`config.mk`:
```
export PLATFORM = sky130hd
export DESIGN_NAME = core_pgood_mon
export DESIGN_NICKNAME = d
export VERILOG_FILES = /design/src/rtl/pgmon_pkg.sv /design/src/rtl/vid_ref_decode.sv /design/src/rtl/hyst_edge.sv /design/src/rtl/core_pgood_mon.sv
export SDC_FILE = /design/constraint.sdc
export NUM_CORES = 1
export LEC_CHECK = 0
export ABC_CLOCK_PERIOD_IN_PS = 34700
export CAP_MARGIN = 15
export CELL_PAD_IN_SITES_DETAIL_PLACEMENT = 1
export CELL_PAD_IN_SITES_GLOBAL_PLACEMENT = 1
export CORE_ASPECT_RATIO = 1.5
export CORE_MARGIN = 10
export CORE_UTILIZATION = 40
export DETAILED_ROUTE_END_ITERATION = 12
export DONT_BUFFER_PORTS = 1
export PLACE_DENSITY_LB_ADDON = 0.1
export SETUP_SLACK_MARGIN = 0.3
export SLEW_MARGIN = 15
export SYNTH_ARGS = -nofsm -noshare
export SYNTH_HDL_FRONTEND = slang
export SYNTH_SLANG_ARGS = --single-unit
export TNS_END_PERCENT = 100
```
`constraint.sdc`:
```
create_clock -name clk -period 34.7 [get_ports clk]
set_input_delay 0 -clock clk [delete_from_list [all_inputs] [get_ports clk]]
set_output_delay 0 -clock clk [all_outputs]
set_load 0.005 [all_outputs]
```
`src/rtl/pgmon_pkg.sv`:
```
package pgmon_pkg;
  localparam int VID_W = 5;

  // floor(mv * pct / 100) with enough headroom for any millivolt value used here
  function automatic logic [31:0] pct_of(input logic [31:0] mv, input logic [31:0] pct);
    return (mv * pct) / 32'd100;
  endfunction
endpackage

```
`src/rtl/vid_ref_decode.sv`:
```
module vid_ref_decode
  import pgmon_pkg::*;
#(
  parameter int MV_W        = 13,
  parameter int COARSE_TOP  = 3500,
  parameter int COARSE_STEP = 100,
  parameter int FINE_TOP    = 2050,
  parameter int FINE_STEP   = 50
) (
  input  logic [VID_W-1:0] code_i,
  output logic [MV_W-1:0]  ref_mv_o,
  output logic             inhibit_o
);
  int val;

  always_comb begin
    inhibit_o = 1'b0;
    val       = 0;
    if (code_i[4]) begin
      if (code_i[3:0] == 4'hF) inhibit_o = 1'b1;
      else val = COARSE_TOP - int'(code_i[3:0]) * COARSE_STEP;
    end else if (code_i[3]) begin
      inhibit_o = 1'b1;
    end else if (code_i[2] && code_i[1]) begin
      inhibit_o = 1'b1;
    end else begin
      val = FINE_TOP - int'(code_i[2:0]) * FINE_STEP;
    end
    ref_mv_o = MV_W'(val);
  end
endmodule

```
`src/rtl/hyst_edge.sv`:
```
module hyst_edge
  import pgmon_pkg::*;
#(
  parameter int MV_W    = 13,
  parameter int SET_PCT = 110,
  parameter int HYS_PCT = 2
) (
  input  logic            clk,
  input  logic            rst,
  input  logic            clr_i,
  input  logic            valid_i,
  input  logic [MV_W-1:0] ref_mv_i,
  input  logic [MV_W-1:0] sample_mv_i,
  output logic            above_o
);
  localparam int CLR_PCT = SET_PCT - HYS_PCT;

  logic [31:0] set_th, clr_th, smp;
  assign set_th = pct_of(32'(ref_mv_i), 32'(SET_PCT));
  assign clr_th = pct_of(32'(ref_mv_i), 32'(CLR_PCT));
  assign smp    = 32'(sample_mv_i);

  always_ff @(posedge clk) begin
    if (rst || clr_i) begin
      above_o <= 1'b0;
    end else if (valid_i) begin
      if (!above_o && smp >= set_th) above_o <= 1'b1;
      else if (above_o && smp < clr_th) above_o <= 1'b0;
    end
  end

  assert_edge_holds_R8: assert property (@(posedge clk) disable iff (rst)
    (!valid_i && !clr_i) |=> $stable(above_o));
  assert_edge_flush_R10: assert property (@(posedge clk) disable iff (rst)
    clr_i |=> !above_o);
endmodule

```
`src/rtl/core_pgood_mon.sv`:
```
module core_pgood_mon
  import pgmon_pkg::*;
#(
  parameter int MV_W    = 13,
  parameter int LO_PCT  = 93,
  parameter int HI_PCT  = 110,
  parameter int OV_PCT  = 115,
  parameter int HYS_PCT = 2
) (
  input  logic             clk,
  input  logic             rst,
  input  logic [VID_W-1:0] vid_code_i,
  input  logic             sample_valid_i,
  input  logic [MV_W-1:0]  core_mv_i,
  input  logic             lin_a_ok_i,
  input  logic             lin_b_ok_i,
  output logic [MV_W-1:0]  ref_mv_o,
  output logic             inhibit_o,
  output logic             pgood_o,
  output logic             ov_trip_o
);
  localparam int NEDGE = 2;  // 0 = lower edge, 1 = upper edge

  logic [MV_W-1:0]  dec_ref;
  logic             dec_inh;
  logic [NEDGE-1:0] above;
  logic [31:0]      ov_th;

  vid_ref_decode #(.MV_W(MV_W)) i_dec (
    .code_i(vid_code_i), .ref_mv_o(dec_ref), .inhibit_o(dec_inh)
  );

  for (genvar g = 0; g < NEDGE; g++) begin : g_edge
    localparam int PCT = (g == 0) ? LO_PCT : HI_PCT;
    hyst_edge #(.MV_W(MV_W), .SET_PCT(PCT), .HYS_PCT(HYS_PCT)) i_edge (
      .clk(clk), .rst(rst), .clr_i(inhibit_o), .valid_i(sample_valid_i),
      .ref_mv_i(ref_mv_o), .sample_mv_i(core_mv_i), .above_o(above[g])
    );
  end

  assign ov_th = pct_of(32'(ref_mv_o), 32'(OV_PCT));

  always_ff @(posedge clk) begin
    if (rst) begin
      ref_mv_o  <= '0;
      inhibit_o <= 1'b0;
      ov_trip_o <= 1'b0;
      pgood_o   <= 1'b0;
    end else begin
      ref_mv_o  <= dec_ref;
      inhibit_o <= dec_inh;
      if (sample_valid_i) ov_trip_o <= !inhibit_o && (32'(core_mv_i) > ov_th);
      pgood_o   <= inhibit_o || (above[0] && !above[1] && lin_a_ok_i && lin_b_ok_i);
    end
  end

  assert_inhibit_release_R3: assert property (@(posedge clk) disable iff (rst)
    inhibit_o |=> pgood_o);
  assert_linear_gate_R6: assert property (@(posedge clk) disable iff (rst)
    (!inhibit_o && !(lin_a_ok_i && lin_b_ok_i)) |=> !pgood_o);
  assert_ov_holds_R8: assert property (@(posedge clk) disable iff (rst)
    !sample_valid_i |=> $stable(ov_trip_o));
  assert_ov_inhibit_R7: assert property (@(posedge clk) disable iff (rst)
    (sample_valid_i && inhibit_o) |=> !ov_trip_o);
endmodule

```
==> flow_metrics.tcl <==
set metrics [dict create \
    port_buffers 0 \
    met1_usage_pct 30.0 \
    cts_tree "yes" \
    die-width_um 220 \
    routabilityCongestion 0.943 \
    wl_um 95700 \
    grt_usage_pct 26.2 \
    post_cts_resized 0 \
    antenna_found_initial 4 \
    cts-root-buf "clkbuf_16" \
    viasPerCell 6.60 \
    start_util_pct 40.2 \
    dp_hpwl_um 79500 \
    fp-row-count 110 \
    cpMostUsedCell "nand2b_1" \
    tightest_slew_ns 1.11 \
    synthTopCellsByArea "ha_1 12%, fa_1 8.1%, a21oi_1 4.8%" \
    finalHoldViolCount 0 \
    wl_per_cell_um 23.5 \
    timing.final.ws_setup_ns 17.42 \
    synth_seq_cells 16 \
    timing.critical_path.buf_inv 4 \
    clk_latency_ns 0.28 \
    skew_ns 0.00212 \
    synth_edf_count 0 \
    ys_seq_area_share_pct 1.33 \
    slew_violations 0 \
    crit_path_max_incr_delay_ns 0.85 \
    grt_pass1_wl_um 153000 \
    dieArea_sq_mm 0.0706 \
    status "finished clean" \
    hold_buffers 7 \
    syn_area_sq_mm 0.0241 \
    clockBufferDepth 2 \
    cts_setup_buffers 0 \
    fmax_mhz 57.9 \
    fin_util_pct 41.6 \
    max_cap_violations 0 \
    cpMaxStageDelayCell "dfxtp_1" \
    post-synth-top-area-cell "ha_1" \
    die_y_um 320 \
    grt-busiest-layer "met2" \
    synth_common_cells "279 x nor2_1, 260 x nand2_1, 238 x ha_1" \
    core_area_sq_mm 0.0599 \
    drtPass1Iterations 5 \
    post-route-period-util_pct 49.8 \
    cp_top_family "compound AO/OA/AOI/OAI gates" \
    critPathLaunchType "register" \
    place_ws_ns 17.35 \
    cp-end-kind "register" \
    cts_sinks 16 \
    finalNetCount 3653 \
    met2_usage_pct 48.7 \
    yosys_warnings 0 \
    drcViolationCount 0 \
    synthArstFlopShare_pct 0 \
    max_slew_margin_pct 24.0 \
    yosysTopAreaCellShare_pct 12.4 \
    path_class "register to register" \
    final-setup-viol-count 0 \
    yosys_most_used_dff "dfxtp_1" \
    ant_nets 0 \
    grt_pass1_vias 27900 \
    drt-initial-drc-count 1552 \
    min_path_type "input pin to register" \
    pin_count 39 \
    syn_area_per_cell_sq_um 7.14 \
    cts_made_buffers 3 \
    vias 26900 \
    yosysMostFrequentCell "nor2_1" \
    cp_max_fo 10 \
    fin_tns_setup_ns 0 \
    h-tree-depth 1 \
    drive_gt1_share_pct 6.25 \
    area_delta_synth_final_pct 3.53 \
    synth.distinct_cells 123 \
    fill_cells 7711 \
    overflow 0 \
    clk_pin_slew_ns 0.07 \
    use_met3_pct 2.79 \
    grt_max_degree 21 \
    min_period_ns 17.28 \
    synthCells 3372 \
    rsz0062_at_grt "no" \
    crit_required_ns 34.87 \
    arrival_ns 17.45 \
]
==> worst reg2reg max path: cells and delay by family, from the launching register on <==
family | cells | cell delay (ns)
flops | 1 | 0.85
compound gates | 36 | 9.81
buf+inv | 4 | 0.55
mux | 2 | 0.79
fa+ha+maj | 6 | 2.63
simple gates | 15 | 2.21
xor+xnor | 1 | 0.34
==> cell usage in the layout, fill, tap and decap left out, drive strengths merged, types with 20 or more instances in the layout <==
cell       n
a2111oi   26
a211o     25
a211oi    61
a21o      67
a21oi    239
a22oi     20
a311oi    21
a31o      22
a31oi     60
and2      43
and3      44
buf       31
fa        97
ha       238
inv      206
mux2      32
mux2i     47
nand2    260
nand2b    42
nand3     99
nand4     43
nor2     281
nor2b     27
nor3     139
nor4      42
o211ai    75
o21a      48
o21ai    201
o21bai    22
o221ai    25
o22ai     30
o31ai     47
or2       38
or3       43
xnor2    131
xor2      57
==> routing by layer <==
| metal | vias up | wire, um | part of all wire (%) |
|---|---|---|---|
| met2 | 500 | 49300 | 52 |
| met4 | 2 | 3510 | 3.7 |
| met5 | - | 7 | 0.0073 |
| li1 | 12800 | - | - |
| met1 | 13500 | 39200 | 41 |
| met3 | 149 | 3600 | 3.8 |
==> flip-flops by register name, summed over array words and instances, names as in the netlist <==
signal,flops
ref_mv_o,11
g_edge.i_edge.above_o,2
inhibit_o,1
ov_trip_o,1
pgood_o,1
==> per-stage QoR <==
stage | hold slack [ns] | std cells | area, sq um
floorplan | 0.0691 | 3373 | 24100
global placement | 0.0791 | 4067 | 24800
detailed placement | 0.0805 | 4067 | 24800
CTS | 0.0194 | 4078 | 24900
global route | 0.0523 | 4079 | 24900
finish | 0.0246 | 4079 | 24900
==> area by class of cell <==
type | instances | area, sq um | share of cell area (%)
Multi-Input combinational cell | 3029 | 22400 | 90.1
Tap cell | 784 | 981 | 3.94
Inverter | 207 | 779 | 3.13
Sequential cell | 16 | 320 | 1.29
Timing Repair Buffer | 38 | 303 | 1.21
Clock buffer | 4 | 88.8 | 0.356
Antenna cell | 1 | 2.50 | 0.0100
==> cells by family (layout without fill, tap and decap cells) <==
logic type / after synthesis / after routing / synth area share [%]
AO/OA/AOI/OAI: 1245 / 1245 / 37.4
multiplexers: 79 / 79 / 3.53
adder cells (fa/ha/maj): 350 / 350 / 21.1
buffers and inverters: 328 / 249 / 5.46
flip-flops: 16 / 16 / 1.33
XOR/XNOR: 188 / 188 / 7.09
AND/OR/NAND/NOR: 1165 / 1165 / 24.1
other: 1 / 3 / 0.0156
==> worst paths after layout <==
check                 from                       end  slack, ns  cells past startpoint
max reg2reg    ref_mv_o[7]  g_edge[1].i_edge.above_o      17.42                     64
min reg2reg      ov_trip_o                 ov_trip_o       0.52                      2
min          vid_code_i[3]                 inhibit_o       0.02                      2
max            ref_mv_o[7]  g_edge[1].i_edge.above_o      17.42                     64
Power is not shown: default switching activity piles up to over one toggle a cycle in this logic, so the estimate is an artifact.
